File: config.mk
export PLATFORM = sky130hd
export DESIGN_NAME = pscTop
export DESIGN_NICKNAME = d
export VERILOG_FILES = /design/src/rtl/pscPkg.sv /design/src/rtl/pscCtrl.sv /design/src/rtl/pscDatapath.sv /design/src/rtl/pscTop.sv
export SDC_FILE = /design/constraint.sdc
export NUM_CORES = 1
export LEC_CHECK = 0
export ABC_CLOCK_PERIOD_IN_PS = 1900
export BUFFER_PORTS_ARGS = -buffer_cell sky130_fd_sc_hd__buf_2
export CORE_UTILIZATION = 40
export CTS_CLUSTER_DIAMETER = 120
export DETAILED_ROUTE_END_ITERATION = 8
export PLACE_DENSITY = 0.71
export REMOVE_ABC_BUFFERS = 1
export SLEW_MARGIN = 20
export SYNTH_ARGS = -nofsm -noshare
export SYNTH_HDL_FRONTEND = slang
export SYNTH_SLANG_ARGS = --single-unit
File: constraint.sdc
create_clock -name clk -period 1.9 [get_ports clk]
set_input_delay 0.285 -clock clk [delete_from_list [all_inputs] [get_ports clk]]
set_output_delay 0.285 -clock clk [all_outputs]
set_load 0.02 [all_outputs]
File: src/rtl/pscPkg.sv
package pscPkg;

  typedef enum logic [2:0] {
    ST_RUN      = 3'd0,
    ST_IDLE     = 3'd1,
    ST_STOP     = 3'd2,
    ST_WATCH    = 3'd3,
    ST_SUBWATCH = 3'd4,
    ST_WAKEWAIT = 3'd5
  } pwrState_e;

  typedef enum logic [1:0] {
    SRC_RING = 2'd0,
    SRC_SUB  = 2'd1,
    SRC_MAIN = 2'd2
  } clkSrc_e;

  localparam logic [1:0] MODE_IDLE  = 2'b00;
  localparam logic [1:0] MODE_STOP  = 2'b01;
  localparam logic [1:0] MODE_WATCH = 2'b10;
  localparam logic [1:0] MODE_SUBW  = 2'b11;

  typedef struct packed {
    logic    oscEn;
    clkSrc_e srcReq;
    logic    cpuGate;
    logic    periGate;
    logic    wtGate;
  } pscStrb_t;

endpackage

File: src/rtl/pscCtrl.sv
module pscCtrl
  import pscPkg::*;
#(
  parameter int WAKE_N = 4
) (
  input  logic              clk,
  input  logic              rstN,
  input  logic              cfgWe,
  input  logic [1:0]        cfgMode,
  input  logic              cfgOscOff,
  input  logic              cfgSubSel,
  input  logic              cfgCalSel,
  input  logic              cfgMainReq,
  input  logic [WAKE_N-1:0] cfgWakeMask,
  input  logic              standbyReq,
  input  logic [WAKE_N-1:0] wakeReq,
  input  logic              oscStable,
  output pscStrb_t          strb,
  output logic              calClkSel,
  output pwrState_e         state
);

  logic [1:0]        modeSel;
  logic              oscOff;
  logic              subSel;
  logic              calSel;
  logic              wantMain;
  logic [WAKE_N-1:0] wakeMask;
  logic              wakeHit;
  pwrState_e         entryState;

  assign wakeHit   = |(wakeReq & wakeMask);
  assign calClkSel = calSel;

  // standby state actually entered: slow-clock operation forbids idle and watch
  always_comb begin
    unique case (modeSel)
      MODE_IDLE:  entryState = wantMain ? ST_IDLE : ST_SUBWATCH;
      MODE_STOP:  entryState = ST_STOP;
      MODE_WATCH: entryState = wantMain ? ST_WATCH : ST_SUBWATCH;
      default:    entryState = ST_SUBWATCH;
    endcase
  end

  always_ff @(posedge clk or negedge rstN) begin
    if (!rstN) begin
      state    <= ST_RUN;
      modeSel  <= MODE_IDLE;
      oscOff   <= 1'b1;
      subSel   <= 1'b0;
      calSel   <= 1'b0;
      wantMain <= 1'b0;
      wakeMask <= '1;
    end else begin
      unique case (state)
        ST_RUN: begin
          if (cfgWe) begin
            modeSel  <= cfgMode;
            oscOff   <= cfgOscOff;
            subSel   <= cfgSubSel;
            calSel   <= cfgCalSel;
            wakeMask <= cfgWakeMask;
            wantMain <= cfgMainReq & oscStable;
          end
          if (standbyReq) state <= entryState;
        end
        ST_IDLE: if (wakeHit) state <= ST_RUN;
        ST_STOP: if (wakeHit) state <= wantMain ? ST_WAKEWAIT : ST_RUN;
        ST_WATCH: if (wakeHit) begin
          oscOff <= 1'b0;
          state  <= ST_WAKEWAIT;
        end
        ST_SUBWATCH: if (wakeHit) begin
          if (!oscOff) begin
            state <= ST_WAKEWAIT;
          end else begin
            state    <= ST_RUN;
            wantMain <= 1'b0;
          end
        end
        ST_WAKEWAIT: if (oscStable) begin
          state    <= ST_RUN;
          wantMain <= 1'b1;
        end
        default: state <= ST_RUN;
      endcase
    end
  end

  // strobes to the datapath
  always_comb begin
    unique case (state)
      ST_RUN:      strb.oscEn = ~oscOff | wantMain;
      ST_IDLE:     strb.oscEn = ~oscOff | wantMain;
      ST_WATCH:    strb.oscEn = ~oscOff;
      ST_WAKEWAIT: strb.oscEn = 1'b1;
      default:     strb.oscEn = 1'b0;
    endcase
    strb.srcReq   = (wantMain && oscStable) ? SRC_MAIN : (subSel ? SRC_SUB : SRC_RING);
    strb.cpuGate  = (state == ST_RUN) || (state == ST_WAKEWAIT);
    strb.periGate = (state == ST_RUN) || (state == ST_IDLE) || (state == ST_WAKEWAIT);
    strb.wtGate   = ~oscOff & strb.oscEn;
  end

endmodule

File: src/rtl/pscDatapath.sv
module pscDatapath
  import pscPkg::*;
#(
  parameter int STAB_CYCLES = 16
) (
  input  logic     clk,
  input  logic     rstN,
  input  pscStrb_t strb,
  input  logic     mainClkLvl,
  input  logic     subClkLvl,
  input  logic     ringClkLvl,
  output logic     mainOscEn,
  output logic     oscStable,
  output clkSrc_e  cpuSrc,
  output logic     cpuClkEn,
  output logic     periClkEn,
  output logic     wtClkEn
);

  localparam int CNT_W = $clog2(STAB_CYCLES + 1);
  localparam logic [CNT_W-1:0] CNT_LOAD = CNT_W'(STAB_CYCLES);
  localparam int N_SRC = 4;

  logic [CNT_W-1:0] stabCnt;
  logic [N_SRC-1:0] srcLvl;
  logic             oldLow;
  logic             newLow;

  // start-up counter: reloads while the oscillator is off
  always_ff @(posedge clk or negedge rstN) begin
    if (!rstN)                stabCnt <= CNT_LOAD;
    else if (!strb.oscEn)     stabCnt <= CNT_LOAD;
    else if (stabCnt != '0)   stabCnt <= stabCnt - 1'b1;
  end

  assign oscStable = strb.oscEn && (stabCnt == '0);
  assign mainOscEn = strb.oscEn;

  // per-source clock level, indexed by source code
  generate
    for (genvar i = 0; i < N_SRC; i++) begin : g_lvl
      if (i == int'(SRC_RING))      begin : g_r assign srcLvl[i] = ringClkLvl; end
      else if (i == int'(SRC_SUB))  begin : g_s assign srcLvl[i] = subClkLvl;  end
      else if (i == int'(SRC_MAIN)) begin : g_m assign srcLvl[i] = mainClkLvl; end
      else                          begin : g_z assign srcLvl[i] = 1'b0;       end
    end
  endgenerate

  assign oldLow = ~srcLvl[cpuSrc];
  assign newLow = ~srcLvl[strb.srcReq];

  // source changes only while both clocks are low
  always_ff @(posedge clk or negedge rstN) begin
    if (!rstN)
      cpuSrc <= SRC_RING;
    else if ((strb.srcReq != cpuSrc) && oldLow && newLow)
      cpuSrc <= strb.srcReq;
  end

  assign cpuClkEn  = strb.cpuGate;
  assign periClkEn = strb.periGate;
  assign wtClkEn   = strb.wtGate;

endmodule

File: src/rtl/pscTop.sv
module pscTop
  import pscPkg::*;
#(
  parameter int STAB_CYCLES = 16,
  parameter int WAKE_N      = 4
) (
  input  logic              clk,
  input  logic              rstN,
  input  logic              cfgWe,
  input  logic [1:0]        cfgMode,
  input  logic              cfgOscOff,
  input  logic              cfgSubSel,
  input  logic              cfgCalSel,
  input  logic              cfgMainReq,
  input  logic [WAKE_N-1:0] cfgWakeMask,
  input  logic              standbyReq,
  input  logic [WAKE_N-1:0] wakeReq,
  input  logic              mainClkLvl,
  input  logic              subClkLvl,
  input  logic              ringClkLvl,
  output logic              mainOscEn,
  output logic              oscStable,
  output logic [1:0]        cpuSrc,
  output logic              cpuClkEn,
  output logic              periClkEn,
  output logic              wtClkEn,
  output logic              calClkSel,
  output logic [2:0]        pwrState
);

  pscStrb_t  strb;
  pwrState_e stateQ;
  clkSrc_e   srcQ;

  pscCtrl #(.WAKE_N(WAKE_N)) u_ctrl (
    .clk(clk), .rstN(rstN), .cfgWe(cfgWe), .cfgMode(cfgMode),
    .cfgOscOff(cfgOscOff), .cfgSubSel(cfgSubSel), .cfgCalSel(cfgCalSel),
    .cfgMainReq(cfgMainReq), .cfgWakeMask(cfgWakeMask),
    .standbyReq(standbyReq), .wakeReq(wakeReq), .oscStable(oscStable),
    .strb(strb), .calClkSel(calClkSel), .state(stateQ)
  );

  pscDatapath #(.STAB_CYCLES(STAB_CYCLES)) u_dp (
    .clk(clk), .rstN(rstN), .strb(strb),
    .mainClkLvl(mainClkLvl), .subClkLvl(subClkLvl), .ringClkLvl(ringClkLvl),
    .mainOscEn(mainOscEn), .oscStable(oscStable), .cpuSrc(srcQ),
    .cpuClkEn(cpuClkEn), .periClkEn(periClkEn), .wtClkEn(wtClkEn)
  );

  assign cpuSrc   = srcQ;
  assign pwrState = stateQ;

endmodule

==> results.txt, run 1 <==
outcome -> finished, violations left
failing checks -> design-rule violations, negative setup slack
Die Area -> 3340 um2
Fill cells -> 247
Pwr Density -> 1870 nW/um2
I/O pin count -> 32
row count -> 19
routed wire length -> 3150 um
final antenna-violating net count -> 0
Final TNS setup -> -0.334 ns
# DRC -> 5
Tightest Pin Transition -> 0.480 ns
Syn Inst Count -> 121
Hold Crit Depth -> 2
R2R Setup Slk -> -0.12 ns
gpl congestion -> 0.819
multi-input gate area in the final layout -> 736 um2
Port Buf Inserts -> 31
Required @ worst endpoint -> 2.10 ns
largest net degree at the start of global routing -> 21
Hold Vio Cnt, Final -> 0
Final min period -> 2.02 ns
1st-iter DRT viols -> 25
crit path capture type -> flop
static leakage -> 0.807 nW
htree depth -> 1
Avg Synthesized Cell Area -> 10.3 um2
FF-to-FF End -> u_ctrl.state[0]
CP Launch Type -> flop
Die Ht -> 57.8 um
critical path arrival -> 2.22 ns
worst hold path class -> input pin to flop
nets -> 206
maximum vdd drop -> 0.829 mV
leading cell type in the layout, fill and taps excluded -> buf_2
FF/Latch Area -> 509 um2
grt total ovfl -> 0
Post-Layout Cell Count -> 213
largest fanout on the critical path -> 2
Yosys reg bits -> 20
fin. max-slew vios -> 0
Setup Viol. Count Final -> 4
Initial Util -> 0.436
relative slew slack -> 0.680
asr flop ratio synth -> 1.00
Synth cell types -> 42
Max Freq -> 0.495 GHz
synthesized cell area -> 1240 um2
1st-pass router iterations -> 6
Max stage delay on crit path -> 0.47 ns
Antenna Cells -> 0
via count -> 1,184
crit-path cells -> inv_2 -> ha_4 -> or4b_4 -> buf_4 -> a32oi_4 -> o311ai_4 -> mux2_4
reg2reg start -> u_dp.stabCnt[0]
Die Width -> 57.8 um
RSZ-0062 raised after global routing -> true
Primary FF master, synth -> dfrtp_1
vias in the first global route -> 1,145
clk sink count -> 20
fin crit share -> 1.06
routed len/inst -> 14.8 um
clk buf depth -> 2
dpl cells -> 193
critical path class -> flop to flop
highest-count cells in the layout ignoring fill and taps -> buf_2 (29), buf_4 (27), dfrtp_1 (13)
Max Cap Violations -> 0
Clk pin slew, worst setup/hold paths -> 0.12 ns
first-pass GRT wire length -> 4780 um
Min-Delay Endpoint -> u_ctrl.subSel
Yosys Warn Count -> 0
number of synthesized flops with an enable pin -> 0
All-Layer GR Usage -> 0.188
Top delay family on crit path -> simple AND/OR/NAND/NOR gates
Seq/Total Area, Yosys -> 0.408
TritonCTS buffer count -> 3
antenna violations before repair -> 0
dpl hpwl -> 2160 um
Vias/cell -> 5.56
share of layout cells above drive strength 1 -> 0.533
insertion delay to the later sink of the worst-skew pair -> 0.31 ns
Core ar. -> 2850 um2
clk_skew -> 0.0121 ns
Worst Path Buf+Inv -> 2
Root Driver -> clkbuf_4
R2R cell count -> 7
TritonCTS clock tree -> yes
Hold Crit Start -> cfgSubSel
area growth from synthesis to layout -> 41.8%
setup ws final -> -0.122 ns
Slowest cell on crit path -> or4b_4
[worst reg2reg max path, stage by stage, from the launching register on]
cell and delay (ns):
dfrtp_1 0.40, inv_2 0.08, ha_4 0.13, or4b_4 0.47, buf_4 0.16, a32oi_4 0.20
o311ai_4 0.16, mux2_4 0.32
[where the power goes]
part | internal [mW] | total [mW] | switching, mW
logic | 1.08 | 2.05 | 0.970
clock network | 0.213 | 0.353 | 0.140
registers | 0.671 | 0.891 | 0.221
[layer usage]
layer,GRT usage,up-vias,part of all wire
li1,-,567,-
met1,0.204,581,0.40
met2,0.355,30,0.53
met3,0.0513,6,0.054
met4,0.0578,0,0.013
met5,0,-,0
[repair_timing]
action	in CTS	in global routing
hold endpoints to repair	14	0
setup buffers	11	6
pin swaps	2	5
gates resized for setup	12	11
hold buffers	1	0
setup endpoints to repair	4	7
[synth_stat cells, types with 2 or more instances]
master     n  area share
mux2_4     2       0.024
mux2i_1    3       0.024
clkbuf_8   3       0.033
nand2_1    4       0.012
nor2b_1    4       0.020
nor3_1     3       0.012
a21oi_1   10       0.040
o31ai_1    2       0.012
a22oi_1    3       0.018
nor2_1    13       0.039
dfstp_2    6        0.13
nand2b_1   3       0.015
mux2_2     8       0.072
or3b_2     2       0.014
inv_1      7       0.021
dfrtp_1   14        0.28
a221oi_1   2       0.014
ha_1       2       0.020
nor3b_1    3       0.018
o21ai_0    5       0.020
[stage by stage]
stage | power [mW] | instance area [um2] | hold WS (ns) | utilization | worst slack [ns]
after floorplan | 1.89 | 1190 | -0.0106 | - | -0.0887
after global placement | 2.38 | 1490 | 0.251 | 0.523 | 0.0404
after detailed placement | 2.46 | 1490 | 0.256 | 0.523 | -0.0341
after CTS | 3.04 | 1680 | 0.187 | 0.587 | -0.106
after global routing | 3.52 | 1770 | 0.174 | 0.619 | -0.159
final | 3.30 | 1770 | 0.192 | 0.619 | -0.122
[worst max path at each step]
| stage | end | start | cells after the start |
|---|---|---|---|
| floorplan | u_ctrl.state[0] | u_dp.stabCnt[0] | 6 |
| global placement | u_ctrl.state[0] | u_dp.stabCnt[0] | 6 |
| detailed placement | u_ctrl.state[1] | u_dp.stabCnt[0] | 6 |
| CTS | oscStable | u_dp.stabCnt[0] | 6 |
| global route | u_ctrl.state[0] | u_dp.stabCnt[0] | 7 |
| finish | u_ctrl.state[0] | u_dp.stabCnt[0] | 7 |
[cell type report]
class	instances	area share
multi-input combinational	90	0.417
inverter	7	0.0149
tap	31	0.0220
sequential	20	0.288
timing repair buffer	61	0.228
clock buffer	3	0.0128
clock inverter	1	0.0170
[state kept, by name, summed over array words and instances (netlist names)]
| register | count |
|---|---|
| u_dp.cpuSrc | 2 |
| u_ctrl.modeSel | 2 |
| u_ctrl.wantMain | 1 |
| u_ctrl.wakeMask | 4 |
| u_ctrl.subSel | 1 |
| u_ctrl.oscOff | 1 |
| u_dp.stabCnt | 5 |
| u_ctrl.state | 3 |
| u_ctrl.calClkSel | 1 |
[cells by family (layout without fill, tap and decap cells)]
kind of cell,after synthesis,in the layout,share of synthesized area
XOR/XNOR,2,2,0.0141
buffers and inverters,11,72,0.0633
AND/OR/NAND/NOR,39,39,0.180
multiplexers,13,13,0.121
AO/OA/AOI/OAI,34,34,0.194
adder cells (fa/ha/maj),2,2,0.0201
flip-flops,20,20,0.408
(Power assumes the default switching activity.)
==> run 2: changes to the inputs <==
Settings changed: PLACE_DENSITY 0.71 to 0.66.
==> results.txt, run 2 (synthesized netlist as in run 1, its figures left out) <==
grt total ovfl -> 0
routed wire length -> 3040 um
via count -> 1,144
Hold Vio Cnt, Final -> 0
Antenna Cells -> 0
Worst Hold Margin -> 0.200 ns
critical path class -> flop to flop
TritonCTS clock tree -> yes
WL met2 -> 1560 um
Core ar. -> 2850 um2
critical path arrival -> 2.27 ns
net switching power figure -> 1.27 mW
clk sink count -> 20
internal power -> 1.78 mW
Setup WS pre-CTS -> -0.0428 ns
fin crit share -> 1.09
Fill cells -> 263
outcome -> finished, violations left
Die Width -> 57.8 um
maximum vdd drop -> 0.946 mV
FF/Latch Area -> 510 um2
R2R Setup Slk -> -0.17 ns
sw frac -> 0.416
Pwr Density -> 1840 nW/um2
clk_skew -> 0.00120 ns
dpl hpwl -> 2040 um
met3 routed WL -> 170 um
nets -> 195
fin. max-slew vios -> 0
Vias/cell -> 5.66
share of layout cells above drive strength 1 -> 0.491
first-pass GRT wire length -> 4700 um
1st-pass router iterations -> 6
I/O pin count -> 32
dpl cells -> 190
leading cell type in the layout, fill and taps excluded -> buf_2
Final Total Pwr -> 3.05 mW
Die Area -> 3340 um2
register with the most flip-flops -> u_dp.stabCnt
Die Ht -> 57.8 um
CP Launch Type -> flop
registers with the most flip-flops -> u_dp.stabCnt (5), u_ctrl.wakeMask (4), u_ctrl.state (3)
gpl congestion -> 0.821
routed len/inst -> 15.1 um
row count -> 19
Comb power frac -> 0.583
insertion delay to the later sink of the worst-skew pair -> 0.30 ns
1st-iter DRT viols -> 31
vias in the first global route -> 1,067
highest-count cells in the layout ignoring fill and taps -> buf_2 (30), buf_4 (15), nor2_1 (12), dfrtp_1 (12), a21oi_1 (10)
TritonCTS buffer count -> 3
Root Driver -> clkbuf_4
setup ws final -> -0.173 ns
Port Buf Inserts -> 31
Clk pin slew, worst setup/hold paths -> 0.12 ns
Final min period -> 2.07 ns
Post-Layout Cell Count -> 202
worst hold path class -> input pin to flop
Setup Viol. Count Final -> 5
All-Layer GR Usage -> 0.185
multi-input gate area in the final layout -> 711 um2
largest net degree at the start of global routing -> 21
top layer in use -> met4
area growth from synthesis to layout -> 33.1%
Max Cap Violations -> 0
clk buf depth -> 2
# DRC -> 5
final antenna-violating net count -> 0
largest fanout on the critical path -> 2
wl on met1 -> 1260 um
htree depth -> 1
antenna violations before repair -> 0
max reg flops -> 5
crit path capture type -> flop
Initial Util -> 0.436
Tightest Pin Transition -> 0.503 ns
Sequential Power Share -> 0.303
static leakage -> 0.750 nW
Clk network pwr share -> 0.114
RSZ-0062 raised after global routing -> true
Max Freq -> 0.482 GHz
failing checks -> design-rule violations, negative setup slack
relative slew slack -> 0.664
Final TNS setup -> -0.574 ns
Required @ worst endpoint -> 2.10 ns
run 2: cell types whose count changed in the layout (fill, tap and decap cells not counted), sizes merged:
cell  change
buf      -11
run 2: per-stage QoR:
| stage | cell area (um2) | utilization |
|---|---|---|
| after global routing | 1660 | 0.581 |
| after global placement | 1470 | 0.515 |
| after detailed placement | 1470 | 0.515 |
| final | 1660 | 0.581 |
| after floorplan | 1190 | - |
| after CTS | 1620 | 0.567 |
run 2: routing by layer:
| metal | vias to the layer above | track usage |
|---|---|---|
| met2 | 37 | 0.329 |
| li1 | 543 | - |
| met1 | 558 | 0.217 |
| met3 | 6 | 0.0558 |
| met4 | 0 | 0.0510 |
| met5 | - | 0 |
run 2: final timing paths:
path,startpoint,end,cells past startpoint
worst max-delay path,u_dp.stabCnt[1],u_ctrl.state[0],7
worst min-delay path,cfgCalSel,u_ctrl.calClkSel,2
worst max register to register,u_dp.stabCnt[1],u_ctrl.state[0],7
worst min register to register,u_ctrl.calClkSel,u_ctrl.calClkSel,1
max in group asynchronous,rstN,u_dp.stabCnt[4],2
min in group asynchronous,rstN,u_ctrl.state[1],2
run 2: area by class of cell:
class | instances | area share
multi-input combinational | 90 | 0.429
sequential | 20 | 0.308
timing repair buffer | 50 | 0.192
tap | 31 | 0.0234
clock inverter | 1 | 0.0181
inverter | 7 | 0.0159
clock buffer | 3 | 0.0136
run 2: worst max-delay path: stages, from the launching register on:
cell and delay, ns:
dfrtp_1 0.41, inv_2 0.10, ha_4 0.14, or4b_4 0.47, buf_6 0.14, a32oi_4 0.23, o311ai_4 0.16, mux2_4 0.32
run 2: power groups by stage:
stage / logic [mW] / registers (mW) / clock network, mW
3_5_place_dp: 1.49 / 0.910 / 0
4_1_cts: 1.68 / 0.910 / 0.359
3_3_place_gp: 1.44 / 0.895 / 0
5_1_grt: 1.92 / 0.960 / 0.379
6_report: 1.78 / 0.924 / 0.349
2_1_floorplan: 0.962 / 0.928 / 0
run 2: what timing repair did:
action / CTS / global route
endpoints found under the setup margin: 6 / 9
pin swaps: 4 / 2
gates resized for setup: 11 / 6
endpoints found under the hold margin: 14 / 0
hold buffers: 1 / 0
buffers inserted: 5 / 2
==> run 3: changes to the inputs <==
Settings changed: SKIP_CTS_REPAIR_TIMING set to 1, SLEW_MARGIN 20 to not set.
==> results.txt, run 3 (synthesized netlist as in run 1, its figures left out) <==
routed len/inst -> 14.5 um
Max Cap Violations -> 0
relative slew slack -> 0.679
registers with the most flip-flops -> u_dp.stabCnt (5), u_ctrl.wakeMask (4), u_ctrl.state (3)
maximum vdd drop -> 0.958 mV
Root Driver -> clkbuf_4
Required @ worst endpoint -> 2.10 ns
Clk pin slew, worst setup/hold paths -> 0.12 ns
Final min period -> 2.05 ns
TritonCTS clock tree -> yes
Max stage delay on crit path -> 0.46 ns
dpl hpwl -> 2040 um
worst hold path class -> input pin to flop
reg2reg start -> u_dp.stabCnt[1]
failing checks -> design-rule violations, negative setup slack
first-pass GRT wire length -> 4390 um
fin crit share -> 1.08
row count -> 19
Hold Vio Cnt, Final -> 0
insertion delay to the later sink of the worst-skew pair -> 0.30 ns
vias in the first global route -> 1,000
Post-Layout Cell Count -> 199
Die Width -> 57.8 um
share of layout cells above drive strength 1 -> 0.488
htree depth -> 1
crit path capture type -> flop
TritonCTS buffer count -> 3
routed wire length -> 2890 um
largest fanout on the critical path -> 2
Setup WS pre-CTS -> -0.0428 ns
clk buf depth -> 2
gpl congestion -> 0.821
register with the most flip-flops -> u_dp.stabCnt
I/O pin count -> 32
setup ws final -> -0.150 ns
leading cell type in the layout, fill and taps excluded -> buf_2
Final TNS setup -> -0.456 ns
Top delay family on crit path -> simple AND/OR/NAND/NOR gates
Initial Util -> 0.436
highest-count cells in the layout ignoring fill and taps -> buf_2 (30), buf_4 (14), nor2_1 (12)
Vias/cell -> 5.53
clk_skew -> 0.00539 ns
All-Layer GR Usage -> 0.173
critical path arrival -> 2.25 ns
Tightest Pin Transition -> 0.481 ns
critical path class -> flop to flop
max reg flops -> 5
via count -> 1,100
Core ar. -> 2850 um2
CP Launch Type -> flop
Hold Crit Start -> cfgCalSel
static leakage -> 0.732 nW
1st-pass router iterations -> 6
clk sink count -> 20
Setup Viol. Count Final -> 4
antenna violations before repair -> 0
1st-iter DRT viols -> 38
Die Ht -> 57.8 um
largest net degree at the start of global routing -> 21
final antenna-violating net count -> 0
Die Area -> 3340 um2
Pwr Density -> 1830 nW/um2
Max Freq -> 0.488 GHz
outcome -> finished, violations left
fin. max-slew vios -> 0
crit-path cells -> inv_2 -> ha_4 -> or4b_4 -> buf_4 -> a32oi_4 -> o311ai_4 -> mux2_4
# DRC -> 5
Port Buf Inserts -> 31
RSZ-0062 raised after global routing -> true
area growth from synthesis to layout -> 30.8%
Slowest cell on crit path -> or4b_4
dpl cells -> 190
Worst Path Buf+Inv -> 2
crit path from -> u_dp.stabCnt[1]
grt total ovfl -> 0
R2R Setup Slk -> -0.15 ns
Antenna Cells -> 0
nets -> 192
[run 3: cell types whose count changed in the layout (fill, tap and decap cells not counted)]
cell     change
buf_6        -2
buf_4        -1
dfrtp_1      -1
dfrtp_2      +1
[run 3: cell type report]
class	instances	area (um2)
fillers	267	1220
multi-input cells	90	711
flip-flops and latches	20	512
repair buffers	47	288
well taps	31	38.8
clock inverters	1	30.0
inverters	7	26.3
clock buffers	3	22.5
[run 3: where the power goes]
group          switching, mW  internal [mW]  total [mW]
sequential             0.249          0.673       0.922
combinational          0.851          0.848        1.70
clock                  0.137          0.213       0.350
[run 3: per-stage QoR]
stage | power, mW | utilization | hold WS (ns) | instance area [um2]
2_1_floorplan | 1.89 | - | -0.0106 | 1190
3_3_place_gp | 2.34 | 0.515 | 0.257 | 1470
3_5_place_dp | 2.40 | 0.515 | 0.269 | 1470
4_1_cts | 2.76 | 0.533 | -0.0740 | 1520
5_1_grt | 3.18 | 0.571 | 0.180 | 1630
6_report | 2.97 | 0.571 | 0.202 | 1630
[run 3: path summary, 6_finish.rpt]
check,to,cells after the start
worst max-delay path,u_ctrl.state[1],7
worst min-delay path,u_ctrl.calClkSel,2
worst max register to register,u_ctrl.state[1],7
worst min register to register,u_ctrl.calClkSel,1
max in group asynchronous,u_ctrl.wakeMask[1],2
min in group asynchronous,u_dp.stabCnt[0],2
[run 3: per-layer routing]
metal / wire length, um / track usage / vias up
met5: 0 / 0 / -
met4: 35 / 0.0374 / 0
met3: 154 / 0.0513 / 4
met2: 1470 / 0.307 / 27
met1: 1240 / 0.207 / 529
li1: - / - / 540
